--- config.mk ---
export PLATFORM = sky130hd
export DESIGN_NAME = spi_flash_seq
export DESIGN_NICKNAME = d
export VERILOG_FILES = /design/src/rtl/spi_seq_pkg.sv /design/src/rtl/seq_byte_shifter.sv /design/src/rtl/seq_reg_file.sv /design/src/rtl/spi_flash_seq.sv
export SDC_FILE = /design/constraint.sdc
export NUM_CORES = 2
export LEC_CHECK = 0
export ABC_AREA = 1
export BUFFER_PORTS_ARGS = -buffer_cell sky130_fd_sc_hd__clkbuf_2
export CAP_MARGIN = 30
export CORE_ASPECT_RATIO = 0.8
export CORE_MARGIN = 1.5
export CORE_UTILIZATION = 35
export DETAILED_ROUTE_END_ITERATION = 10
export PLACE_DENSITY = 0.52
export SYNTH_ARGS = -nofsm -noshare
export SYNTH_HDL_FRONTEND = slang
export SYNTH_SLANG_ARGS = --single-unit
--- constraint.sdc ---
create_clock -name clk_i -period 6.75 [get_ports clk_i]
set_clock_uncertainty 0.2 [all_clocks]
set_input_delay 1.35 -clock clk_i [delete_from_list [all_inputs] [get_ports clk_i]]
set_output_delay 1.35 -clock clk_i [all_outputs]
set_load 0.02 [all_outputs]
--- src/rtl/spi_seq_pkg.sv ---
package spi_seq_pkg;
  localparam logic [5:0] RA_CTRL    = 6'h00;
  localparam logic [5:0] RA_STATUS  = 6'h01;
  localparam logic [5:0] RA_ADDR    = 6'h02;
  localparam logic [5:0] RA_TYPES   = 6'h03;
  localparam logic [5:0] RA_MENU_LO = 6'h04;
  localparam logic [5:0] RA_MENU_HI = 6'h05;
  localparam logic [5:0] RA_PREFIX  = 6'h06;
  localparam logic [5:0] RA_LOCK    = 6'h07;
  localparam logic [5:0] RA_BUF     = 6'h20;

  localparam int CTL_GO   = 0;
  localparam int CTL_ATOM = 2;
  localparam int CTL_IDX  = 4;
  localparam int CTL_CNT  = 8;
  localparam int CTL_DPH  = 14;
  localparam int CTL_FAST = 15;

  localparam int STS_BUSY = 0;
  localparam int STS_DONE = 1;
  localparam int STS_ERR  = 2;

  localparam int TY_WR  = 0;
  localparam int TY_ADR = 1;

  typedef enum logic [2:0] {S_IDLE, S_PRE, S_GAP, S_MAIN, S_FIN} seq_state_e;
endpackage

--- src/rtl/seq_byte_shifter.sv ---
module seq_byte_shifter #(
  parameter int SLOW_HALF = 3,
  parameter int FAST_HALF = 2
) (
  input  logic       clk_i,
  input  logic       rst_ni,
  input  logic       start_i,
  input  logic       fast_i,
  input  logic [7:0] tx_i,
  input  logic       miso_i,
  output logic       sck_o,
  output logic       mosi_o,
  output logic       done_o,
  output logic [7:0] rx_o
);
  localparam int HC_W = $clog2(SLOW_HALF + 1);

  logic            act_q, sck_q, done_q;
  logic [HC_W-1:0] cnt_q, half;
  logic [2:0]      bit_q;
  logic [7:0]      sh_q, rx_q;

  assign half = fast_i ? HC_W'(FAST_HALF) : HC_W'(SLOW_HALF);

  always_ff @(posedge clk_i or negedge rst_ni) begin
    if (!rst_ni) begin
      act_q <= 1'b0; sck_q <= 1'b0; done_q <= 1'b0;
      cnt_q <= '0; bit_q <= '0; sh_q <= '0; rx_q <= '0;
    end else begin
      done_q <= 1'b0;
      if (start_i) begin
        act_q <= 1'b1; sh_q <= tx_i; sck_q <= 1'b0;
        cnt_q <= '0; bit_q <= '0;
      end else if (act_q) begin
        if (cnt_q == half - HC_W'(1)) begin
          cnt_q <= '0;
          if (!sck_q) begin
            sck_q <= 1'b1;
            rx_q  <= {rx_q[6:0], miso_i};
          end else begin
            sck_q <= 1'b0;
            if (bit_q == 3'd7) begin
              act_q  <= 1'b0;
              done_q <= 1'b1;
            end else begin
              bit_q <= bit_q + 3'd1;
              sh_q  <= {sh_q[6:0], 1'b0};
            end
          end
        end else begin
          cnt_q <= cnt_q + HC_W'(1);
        end
      end
    end
  end

  assign sck_o  = sck_q;
  assign mosi_o = sh_q[7];
  assign done_o = done_q;
  assign rx_o   = rx_q;


  start_idle_chk: assert property (@(posedge clk_i) disable iff (!rst_ni)
    start_i |-> !act_q);
endmodule

--- src/rtl/seq_reg_file.sv ---
module seq_reg_file
  import spi_seq_pkg::*;
#(
  parameter int BUF_BYTES = 64
) (
  input  logic                         clk_i,
  input  logic                         rst_ni,
  input  logic                         we_i,
  input  logic [5:0]                   addr_i,
  input  logic [31:0]                  wdata_i,
  output logic [31:0]                  rdata_o,
  input  logic [2:0]                   status_i,
  output logic [63:0]                  menu_o,
  output logic [15:0]                  types_o,
  output logic [7:0]                   prefix_o,
  output logic [23:0]                  faddr_o,
  output logic [BUF_BYTES*8-1:0]       buf_flat_o,
  input  logic                         eng_we_i,
  input  logic [$clog2(BUF_BYTES)-1:0] eng_idx_i,
  input  logic [7:0]                   eng_data_i
);
  localparam int IDX_W     = $clog2(BUF_BYTES);
  localparam int BUF_WORDS = BUF_BYTES / 4;
  localparam int WRD_W     = $clog2(BUF_WORDS);

  logic [63:0] menu_q;
  logic [15:0] types_q;
  logic [7:0]  prefix_q;
  logic [23:0] faddr_q;
  logic        lock_q;
  logic        in_buf, host_buf_we;
  logic [WRD_W-1:0] host_word;

  assign in_buf      = (addr_i >= RA_BUF) && (addr_i < RA_BUF + 6'(BUF_WORDS));
  assign host_buf_we = we_i && in_buf;
  assign host_word   = WRD_W'(addr_i - RA_BUF);

  always_ff @(posedge clk_i or negedge rst_ni) begin
    if (!rst_ni) begin
      menu_q <= '0; types_q <= '0; prefix_q <= '0; faddr_q <= '0; lock_q <= 1'b0;
    end else if (we_i) begin
      case (addr_i)
        RA_ADDR:    faddr_q <= wdata_i[23:0];
        RA_TYPES:   if (!lock_q) types_q <= wdata_i[15:0];
        RA_MENU_LO: if (!lock_q) menu_q[31:0] <= wdata_i;
        RA_MENU_HI: if (!lock_q) menu_q[63:32] <= wdata_i;
        RA_PREFIX:  if (!lock_q) prefix_q <= wdata_i[7:0];
        RA_LOCK:    if (wdata_i[0]) lock_q <= 1'b1;
        default: ;
      endcase
    end
  end

  for (genvar b = 0; b < BUF_BYTES; b++) begin : g_byte
    logic [7:0] byte_q;
    always_ff @(posedge clk_i or negedge rst_ni) begin
      if (!rst_ni) byte_q <= '0;
      else if (eng_we_i && eng_idx_i == IDX_W'(b)) byte_q <= eng_data_i;
      else if (host_buf_we && host_word == WRD_W'(b / 4)) byte_q <= wdata_i[8*(b%4) +: 8];
    end
    assign buf_flat_o[8*b +: 8] = byte_q;
  end

  always_comb begin
    rdata_o = '0;
    case (addr_i)
      RA_STATUS:  rdata_o = {29'b0, status_i};
      RA_ADDR:    rdata_o = {8'b0, faddr_q};
      RA_TYPES:   rdata_o = {16'b0, types_q};
      RA_MENU_LO: rdata_o = menu_q[31:0];
      RA_MENU_HI: rdata_o = menu_q[63:32];
      RA_PREFIX:  rdata_o = {24'b0, prefix_q};
      RA_LOCK:    rdata_o = {31'b0, lock_q};
      default:    if (in_buf) rdata_o = buf_flat_o[32*int'(host_word) +: 32];
    endcase
  end

  assign menu_o   = menu_q;
  assign types_o  = types_q;
  assign prefix_o = prefix_q;
  assign faddr_o  = faddr_q;


  lock_menu_chk: assert property (@(posedge clk_i) disable iff (!rst_ni)
    lock_q && we_i && (addr_i == RA_MENU_LO) |=> $stable(menu_q[31:0]));
endmodule

--- src/rtl/spi_flash_seq.sv ---
module spi_flash_seq
  import spi_seq_pkg::*;
#(
  parameter int BUF_BYTES = 64,
  parameter int SLOW_HALF = 3,
  parameter int FAST_HALF = 2,
  parameter int GAP_CYC   = 4
) (
  input  logic        clk_i,
  input  logic        rst_ni,
  input  logic        reg_we_i,
  input  logic [5:0]  reg_addr_i,
  input  logic [31:0] reg_wdata_i,
  output logic [31:0] reg_rdata_o,
  output logic        spi_cs_no,
  output logic        spi_sck_o,
  output logic        spi_mosi_o,
  input  logic        spi_miso_i
);
  localparam int IDX_W = $clog2(BUF_BYTES);
  localparam int POS_W = $clog2(BUF_BYTES + 5);
  localparam int GAP_W = $clog2(GAP_CYC + 1);

  seq_state_e state_q;
  logic [63:0] menu;
  logic [15:0] types;
  logic [7:0]  prefix, tx_byte, rx_byte, op_q;
  logic [23:0] faddr, addr_q;
  logic [BUF_BYTES*8-1:0] buf_flat;
  logic [1:0]  typ_q, sel_type;
  logic [IDX_W-1:0] cnt_q, data_idx;
  logic [POS_W-1:0] pos_q, hdr_len, data_len, last_pos;
  logic [GAP_W-1:0] gap_q;
  logic [2:0]  sel_idx, status;
  logic dph_q, fast_q, atom_q, kick_q, cs_n_q, done_q, err_q;
  logic go_req, sts_wr, reject, sh_done, busy, eng_we;

  assign go_req   = reg_we_i && (reg_addr_i == RA_CTRL) && reg_wdata_i[CTL_GO];
  assign sts_wr   = reg_we_i && (reg_addr_i == RA_STATUS);
  assign sel_idx  = reg_wdata_i[CTL_IDX +: 3];
  assign sel_type = types[{sel_idx, 1'b0} +: 2];
  // a read cycle with nothing to read is meaningless
  assign reject   = !reg_wdata_i[CTL_DPH] && !sel_type[TY_WR];
  assign busy     = (state_q != S_IDLE);
  assign status   = {err_q, done_q, busy};

  assign hdr_len  = typ_q[TY_ADR] ? POS_W'(4) : POS_W'(1);
  assign data_len = dph_q ? POS_W'(cnt_q) + POS_W'(1) : '0;
  assign last_pos = hdr_len + data_len - POS_W'(1);
  assign data_idx = IDX_W'(pos_q - hdr_len);
  assign eng_we   = (state_q == S_MAIN) && sh_done && (pos_q >= hdr_len) && !typ_q[TY_WR];

  always_comb begin
    if (state_q == S_PRE)   tx_byte = prefix;
    else if (pos_q == '0)   tx_byte = op_q;
    else if (pos_q < hdr_len) begin
      case (pos_q[1:0])
        2'd1:    tx_byte = addr_q[23:16];
        2'd2:    tx_byte = addr_q[15:8];
        default: tx_byte = addr_q[7:0];
      endcase
    end else tx_byte = typ_q[TY_WR] ? buf_flat[{data_idx, 3'b000} +: 8] : 8'h00;
  end

  always_ff @(posedge clk_i or negedge rst_ni) begin
    if (!rst_ni) begin
      state_q <= S_IDLE; pos_q <= '0; gap_q <= '0; kick_q <= 1'b0; cs_n_q <= 1'b1;
      done_q <= 1'b0; err_q <= 1'b0; op_q <= '0; typ_q <= '0; cnt_q <= '0;
      dph_q <= 1'b0; fast_q <= 1'b0; atom_q <= 1'b0; addr_q <= '0;
    end else begin
      kick_q <= 1'b0;
      if (sts_wr && reg_wdata_i[STS_DONE]) done_q <= 1'b0;
      if (sts_wr && reg_wdata_i[STS_ERR])  err_q  <= 1'b0;
      case (state_q)
        S_IDLE: if (go_req) begin
          if (reject) err_q <= 1'b1;
          else begin
            op_q   <= menu[{sel_idx, 3'b000} +: 8];
            typ_q  <= sel_type;
            cnt_q  <= reg_wdata_i[CTL_CNT +: IDX_W];
            dph_q  <= reg_wdata_i[CTL_DPH];
            fast_q <= reg_wdata_i[CTL_FAST];
            atom_q <= reg_wdata_i[CTL_ATOM];
            addr_q <= faddr;
            pos_q  <= '0;
            cs_n_q <= 1'b0;
            kick_q <= 1'b1;
            state_q <= reg_wdata_i[CTL_ATOM] ? S_PRE : S_MAIN;
          end
        end
        S_PRE: if (sh_done) begin
          cs_n_q <= 1'b1; gap_q <= '0; state_q <= S_GAP;
        end
        S_GAP: begin
          gap_q <= gap_q + GAP_W'(1);
          if (gap_q == GAP_W'(GAP_CYC - 1)) begin
            cs_n_q <= 1'b0; kick_q <= 1'b1; state_q <= S_MAIN;
          end
        end
        S_MAIN: if (sh_done) begin
          if (pos_q == last_pos) begin
            cs_n_q <= 1'b1; state_q <= S_FIN;
          end else begin
            pos_q <= pos_q + POS_W'(1); kick_q <= 1'b1;
          end
        end
        S_FIN: begin
          done_q <= 1'b1; state_q <= S_IDLE;
        end
        default: state_q <= S_IDLE;
      endcase
    end
  end

  seq_reg_file #(.BUF_BYTES(BUF_BYTES)) u_regs (
    .clk_i, .rst_ni,
    .we_i(reg_we_i), .addr_i(reg_addr_i), .wdata_i(reg_wdata_i), .rdata_o(reg_rdata_o),
    .status_i(status), .menu_o(menu), .types_o(types), .prefix_o(prefix), .faddr_o(faddr),
    .buf_flat_o(buf_flat), .eng_we_i(eng_we), .eng_idx_i(data_idx), .eng_data_i(rx_byte)
  );

  seq_byte_shifter #(.SLOW_HALF(SLOW_HALF), .FAST_HALF(FAST_HALF)) u_shift (
    .clk_i, .rst_ni, .start_i(kick_q), .fast_i(fast_q), .tx_i(tx_byte),
    .miso_i(spi_miso_i), .sck_o(spi_sck_o), .mosi_o(spi_mosi_o), .done_o(sh_done), .rx_o(rx_byte)
  );

  assign spi_cs_no = cs_n_q;


  sck_framed_chk: assert property (@(posedge clk_i) disable iff (!rst_ni)
    spi_cs_no |-> !spi_sck_o);

  reject_idle_chk: assert property (@(posedge clk_i) disable iff (!rst_ni)
    go_req && !busy && reject |=> !busy && err_q);

  busy_go_chk: assert property (@(posedge clk_i) disable iff (!rst_ni)
    go_req && busy |=> $stable(op_q) && $stable(cnt_q) && $stable(typ_q));

  finish_done_chk: assert property (@(posedge clk_i) disable iff (!rst_ni)
    state_q == S_FIN |=> !busy && done_q);
endmodule

======== Yosys cells after proc, flatten, opt, wreduce, memory -nomap -nowiden ========
Index checks and enable logic that the tools add are counted.
operators by class
  add/subtract/negate cells ............... 10
  $lt $le $gt $ge ......................... 4
  eq/ne operators ......................... 103
  shifts and indexed selects .............. 4
  multiplexer cells ....................... 199
  bitwise gates (word level) .............. 4
  reductions and logical operators ........ 185
operator list
  cell                                                  count
  2-to-1 mux 8 bit                                      137
  indexed part select 512 x 10 -> 32 bit                1
  indexed part select 512 x 10 -> 8 bit                 1
  case mux 32 bit (7 select lines)                      1
  equality test 6 bit (second input constant)           32
  nonzero test 2 bit                                    70
  equality test 6 x 5 -> 1 bit (second input constant)  16
  logical AND 1 bit                                     91
  indexed part select 64 x 7 -> 8 bit                   1
  equality test 6 x 3 -> 1 bit (second input constant)  8
  equality test 6 x 4 -> 1 bit (second input constant)  8
  2-to-1 mux 3 bit                                      13
  2-to-1 mux 7 bit                                      5
  equality test 4 bit (second input constant)           8
  2-to-1 mux 1 bit                                      32
  2-to-1 mux 32 bit                                     1
  equality test 6 x 2 -> 1 bit (second input constant)  4
  AND reduction 3 bit                                   6
  equality test 4 x 3 -> 1 bit (second input constant)  4
  case mux 8 bit (2 select lines)                       1
  indexed part select 16 x 5 -> 2 bit                   1
  case mux 7 bit (2 select lines)                       1
  equality test 6 x 1 -> 1 bit (second input constant)  2
  logical NOT 6 bit                                     2
  other kinds (41)                                      63
storage, ports and cells
  register bits ........................... 708
  output and inout port bits .............. 35
  logic and storage cells ................. 599

======== Logic depth before layout (Yosys ltp) ========
  depth in word-level cells ............... 8
  gate-level depth with buffers ........... 21

======== Hierarchy ========
A second synthesis with hierarchy kept.
unflattened totals
  cell total of the unflattened synthesis .. 6665
  area total of the unflattened synthesis .. 44278.7 µm²
modules (own cells, without submodules)
  module            times used  cells each  area an instance (µm²)  seq. area each (µm²)
  seq_reg_file      1           4765        33692.3                 15640.0
  spi_flash_seq     1           1758        9384.0                  1477.7
  seq_byte_shifter  1           142         1202.4                  600.6

======== Least setup slack after synthesis ========
Ideal clock, no wire load.
  path kind ............................... input-to-output
  from .................................... input port reg_addr_i[0]
  to ...................................... output port reg_rdata_o[17]
  arrival time ............................ 2.870 ns
  path slack .............................. 2.330 ns
  stages .................................. 10
  cell sequence ........................... inv_1 nand2_1 clkbuf_1 clkbuf_1 clkbuf_1 o22ai_1 o21ai_0 nand4_1 nand2_1 nand4_1
between the ends
  word-level cells in the longest chain between the ends .. 4
RTL lines
  element                                                                             line                                    text
  start: declaration                                                                  spi_flash_seq.sv:12                     input logic [5:0] reg_addr_i,
  subtractor 4 x 1 -> 4 bit, or another cell as far along                             seq_reg_file.sv:36                      assign host_word = WRD_W'(addr_i - RA_BUF);
  indexed part select 512 x 10 -> 32 bit / logical AND 1 bit (equally long branches)  seq_reg_file.sv:74, seq_reg_file.sv:34
  2-to-1 mux 32 bit                                                                   seq_reg_file.sv:74                      default: if (in_buf) rdata_o = buf_flat_o[32*int'(host_word) +: 32];
  case mux 32 bit (7 select lines) *                                                  seq_reg_file.sv:66                      case (addr_i)
  end: declaration                                                                    spi_flash_seq.sv:14                     output logic [31:0] reg_rdata_o,
Every way passes the cells marked *; elsewhere a longest branch is shown, timed or not.

======== Worst setup path after layout ========
  from .................................... input port reg_addr_i[1]
  to ...................................... output port reg_rdata_o[22]
Same word-level chain as after synthesis.

==> out/qor.tcl <==
set qor(dpl_cell_area_um2) 43500
set qor(finalMaxSlewViolations) 0
set qor(timing.slew.headroom_pct) 23.9
set qor(io_pins) 77
set qor(post_cts_resize_count) 0
set qor(timing.final.hold_violations) 0
set qor(cts_sinks) 708
set qor(regArea_um2) 17700
set qor(max_cap_viol_count) 0
set qor(max_slew.worst_pin.slew_ps) 1140
set qor(clk_transition_reported_paths_ps) 60
set qor(clock_tree_from_tritoncts) {done}
set qor(initial_utilization_pct) 35.3
set qor(maxClockFrequency_mhz) 162
set qor(post_synth_num_cell_types) 52
set qor(io_buffer_count) 76
set qor(htreeDepth) 3
set qor(antenna_violations_before_repair) 22
set qor(globalRouteTotalUtil_pct) 37.5
set qor(die_width_um) 389
set qor(netlist_instances) 5442
set qor(rows) 113
set qor(post_cts_hold_buffer_count) 0
set qor(detail_route.wirelength_um) 234000
set qor(detailed_placement_wirelength_estimate_um) 164000
set qor(power.density_cell_area_nw_per_um2) 374
set qor(layout-drive-gt1-share_pct) 9.04
set qor(grt_start_max_net_pins) 135
set qor(critical_path.endpoint_type) {primary output}
set qor(final_nets) 5339
set qor(rsz_0062_raised_after_global_routing) {false}
set qor(crit_fanout) 45
set qor(worstPathArrival_ps) 4640
set qor(globalRouteOverflowTotal) 0
set qor(commonest_non_fill_non_tap_cells_in_the_layout) {sky130_fd_sc_hd__nand2_1 (1098), sky130_fd_sc_hd__dfrtp_1 (707), sky130_fd_sc_hd__inv_1 (674)}
set qor(cts-root-buf) {sky130_fd_sc_hd__clkbuf_16}
set qor(route.vias.total) 44800
set qor(post_route_setup_slack_ps) 564
set qor(syn_area_um2) 41800
set qor(worst_hold_path.num_cells) 2
set qor(layout_worst_path_cycle_share_pct) 91.6
set qor(synth_async_sr_flop_share_pct) 100
set qor(timing.reg2reg.worst_path_depth) 18
set qor(gp_routability_congestion) 1.09
set qor(routedWlPerCell_um) 33.9
set qor(design.core.area_um2) 118000
set qor(timing_worst_setup_path_type) {input pin to primary output}
set qor(filler_cell_count) 12300
set qor(postSynthNetCount) 5504
set qor(cellLeakagePower_nw) 21.0
set qor(timing.final.setup_violations) 0
set qor(synth-warning-count) 0
set qor(synth_sequential_area_ratio_pct) 42.4
set qor(post_cts_buffers) 0
set qor(synth.avg_cell_area_um2) 7.67
set qor(timing.hold.worst.class) {flip-flop to flip-flop}
set qor(critPathLaunchType) {input pin}
set qor(number_of_flops_mapped_to_enable_cells_by_yosys) 0
set qor(initialDrtViolationCount) 8383
set qor(final_critical_path_time_including_i_o_delays_and_setup_ps) 6190
set qor(synthFlopType) {sky130_fd_sc_hd__dfrtp_1}
set qor(die_height_um) 312
set qor(post-place-ws_ps) 896
set qor(numCtsBuffers) 81
set qor(clock_network_latency_to_the_later_pin_of_the_worst_skew_pair_ps) 700
set qor(max-clock-path-buffers) 3
set qor(number_of_drc_violations_after_detailed_routing) 0
set qor(setup_total_negative_slack_ps) 0
set qor(most_common_cell_after_layout_fill_and_taps_aside) {sky130_fd_sc_hd__nand2_1}
set qor(finish.instance_area_um2) 46400
set qor(first_global_vias) 40100
set qor(drtPass1Iterations) 9
set qor(syn2layout_area_growth_pct) 11.0
set qor(detail_route.vias_per_cell) 6.49
set qor(register_bit_count_reported_by_yosys) 708
set qor(die-area_um2) 121000
set qor(final_antenna_net_count) 0
set qor(critical_path_required_ps) 5200
set qor(multi_input_comb_area_um2) 19600
set qor(peakVddDrop_mv) 0.375
set qor(global_route_wire_length_before_repair_um) 324000
set qor(outcome) {finished clean}
final cells by class:
class / instances / area share [%]
multi-input cells: 3585 / 42.3
clock inverters: 28 / 0.834
diodes: 7 / 0.0378
well taps: 1552 / 4.19
repair buffers: 202 / 3.62
clock buffers: 119 / 5.11
inverters: 699 / 5.67
flip-flops and latches: 708 / 38.2
logic make-up after synthesis:
| logic type | share of synthesized area [%] |
|---|---|
| buffers and inverters | 10.9 |
| adders and majority gates | 0.617 |
| and+or+nand+nor | 22.6 |
| AOI/OAI and AO/OA | 23.1 |
| DFF | 42.4 |
| muxes | 0.0240 |
| xor gates and xnor gates | 0.318 |
per-stage QoR:
step | util, % | instances | hold slack (ps) | power (mW)
global placement | 36.5 | 6730 | 257 | 12.1
global route | 39.1 | 6893 | 300 | 17.8
CTS | 39.1 | 6891 | 272 | 16.9
finish | 39.1 | 6900 | 269 | 17.4
floorplan | - | 5442 | 237 | 9.08
detailed placement | 36.8 | 6744 | 258 | 12.2
flip-flops by register name, summed over array words and instances (netlist names), 2 cells and up:
signal	cells
addr_q	24
cnt_q	6
u_shift.sh_q	8
u_shift.cnt_q	2
u_regs.g_byte.byte_q	512
gap_q	3
u_regs.types_o	16
u_shift.rx_o	8
op_q	8
u_regs.menu_o	64
u_regs.prefix_o	8
state_q	3
u_shift.bit_q	3
u_regs.faddr_o	24
typ_q	2
pos_q	7
metal layers:
layer / wire length (um) / part of all wire, % / global-route usage [%] / up-vias
met5: 402 / 0.17 / 1.43 / -
met3: 39700 / 17 / 17.7 / 582
met4: 11100 / 4.8 / 14.9 / 25
met1: 96800 / 41 / 54.3 / 21800
li1: - / - / - / 18700
met2: 86000 / 37 / 46.7 / 3713
synth_stat cells, drive strengths merged, types with 13 or more instances:
cell type | n | area (um2)
a21oi | 86 | 434
a22o | 14 | 123
a22oi | 63 | 473
buf | 178 | 911
clkbuf | 272 | 1020
dfrtp | 707 | 17700
ha | 19 | 238
inv | 698 | 2620
nand2 | 1154 | 4450
nand3 | 603 | 3090
nand4 | 55 | 344
nor2 | 323 | 1340
nor3 | 13 | 149
o211ai | 24 | 180
o21ai | 387 | 1940
o221ai | 525 | 4600
o22ai | 264 | 1650
worst max-delay path: stages:
cell and delay, ps:
sky130_fd_sc_hd__clkbuf_2 210, sky130_fd_sc_hd__nor2_4 100, sky130_fd_sc_hd__inv_4 470, sky130_fd_sc_hd__buf_4 450, sky130_fd_sc_hd__o22ai_1 140, sky130_fd_sc_hd__o21ai_0 850
sky130_fd_sc_hd__nand4_1 520, sky130_fd_sc_hd__nand2_1 170, sky130_fd_sc_hd__nand3_1 130, sky130_fd_sc_hd__clkbuf_2 190
power breakdown:
| part | switching, mW | total, mW | internal, mW |
|---|---|---|---|
| Sequential | 0.487 | 5.48 | 4.99 |
| Clock | 2.07 | 4.76 | 2.69 |
| Combinational | 5.49 | 7.12 | 1.63 |
| Total | 8.05 | 17.4 | 9.31 |
path summary, 6_finish.rpt:
kind / start / to / slack (ps)
setup / recovery: reg_addr_i[1] / reg_rdata_o[22] / 560
hold / removal: addr_q[6]$_DFFE_PN0P_ / addr_q[6]$_DFFE_PN0P_ / 270
setup reg to reg: pos_q[0]$_DFFE_PN0P_ / u_shift.sh_q[4]$_DFFE_PN0P_ / 1440
hold reg to reg: addr_q[6]$_DFFE_PN0P_ / addr_q[6]$_DFFE_PN0P_ / 270
max in group asynchronous: rst_ni / u_regs.g_byte[7].byte_q[2]$_DFFE_PN0P_ / 4410
min in group asynchronous: rst_ni / u_shift.cnt_q[1]$_DFFE_PN0P_ / 480
(Power assumes the default switching activity.)
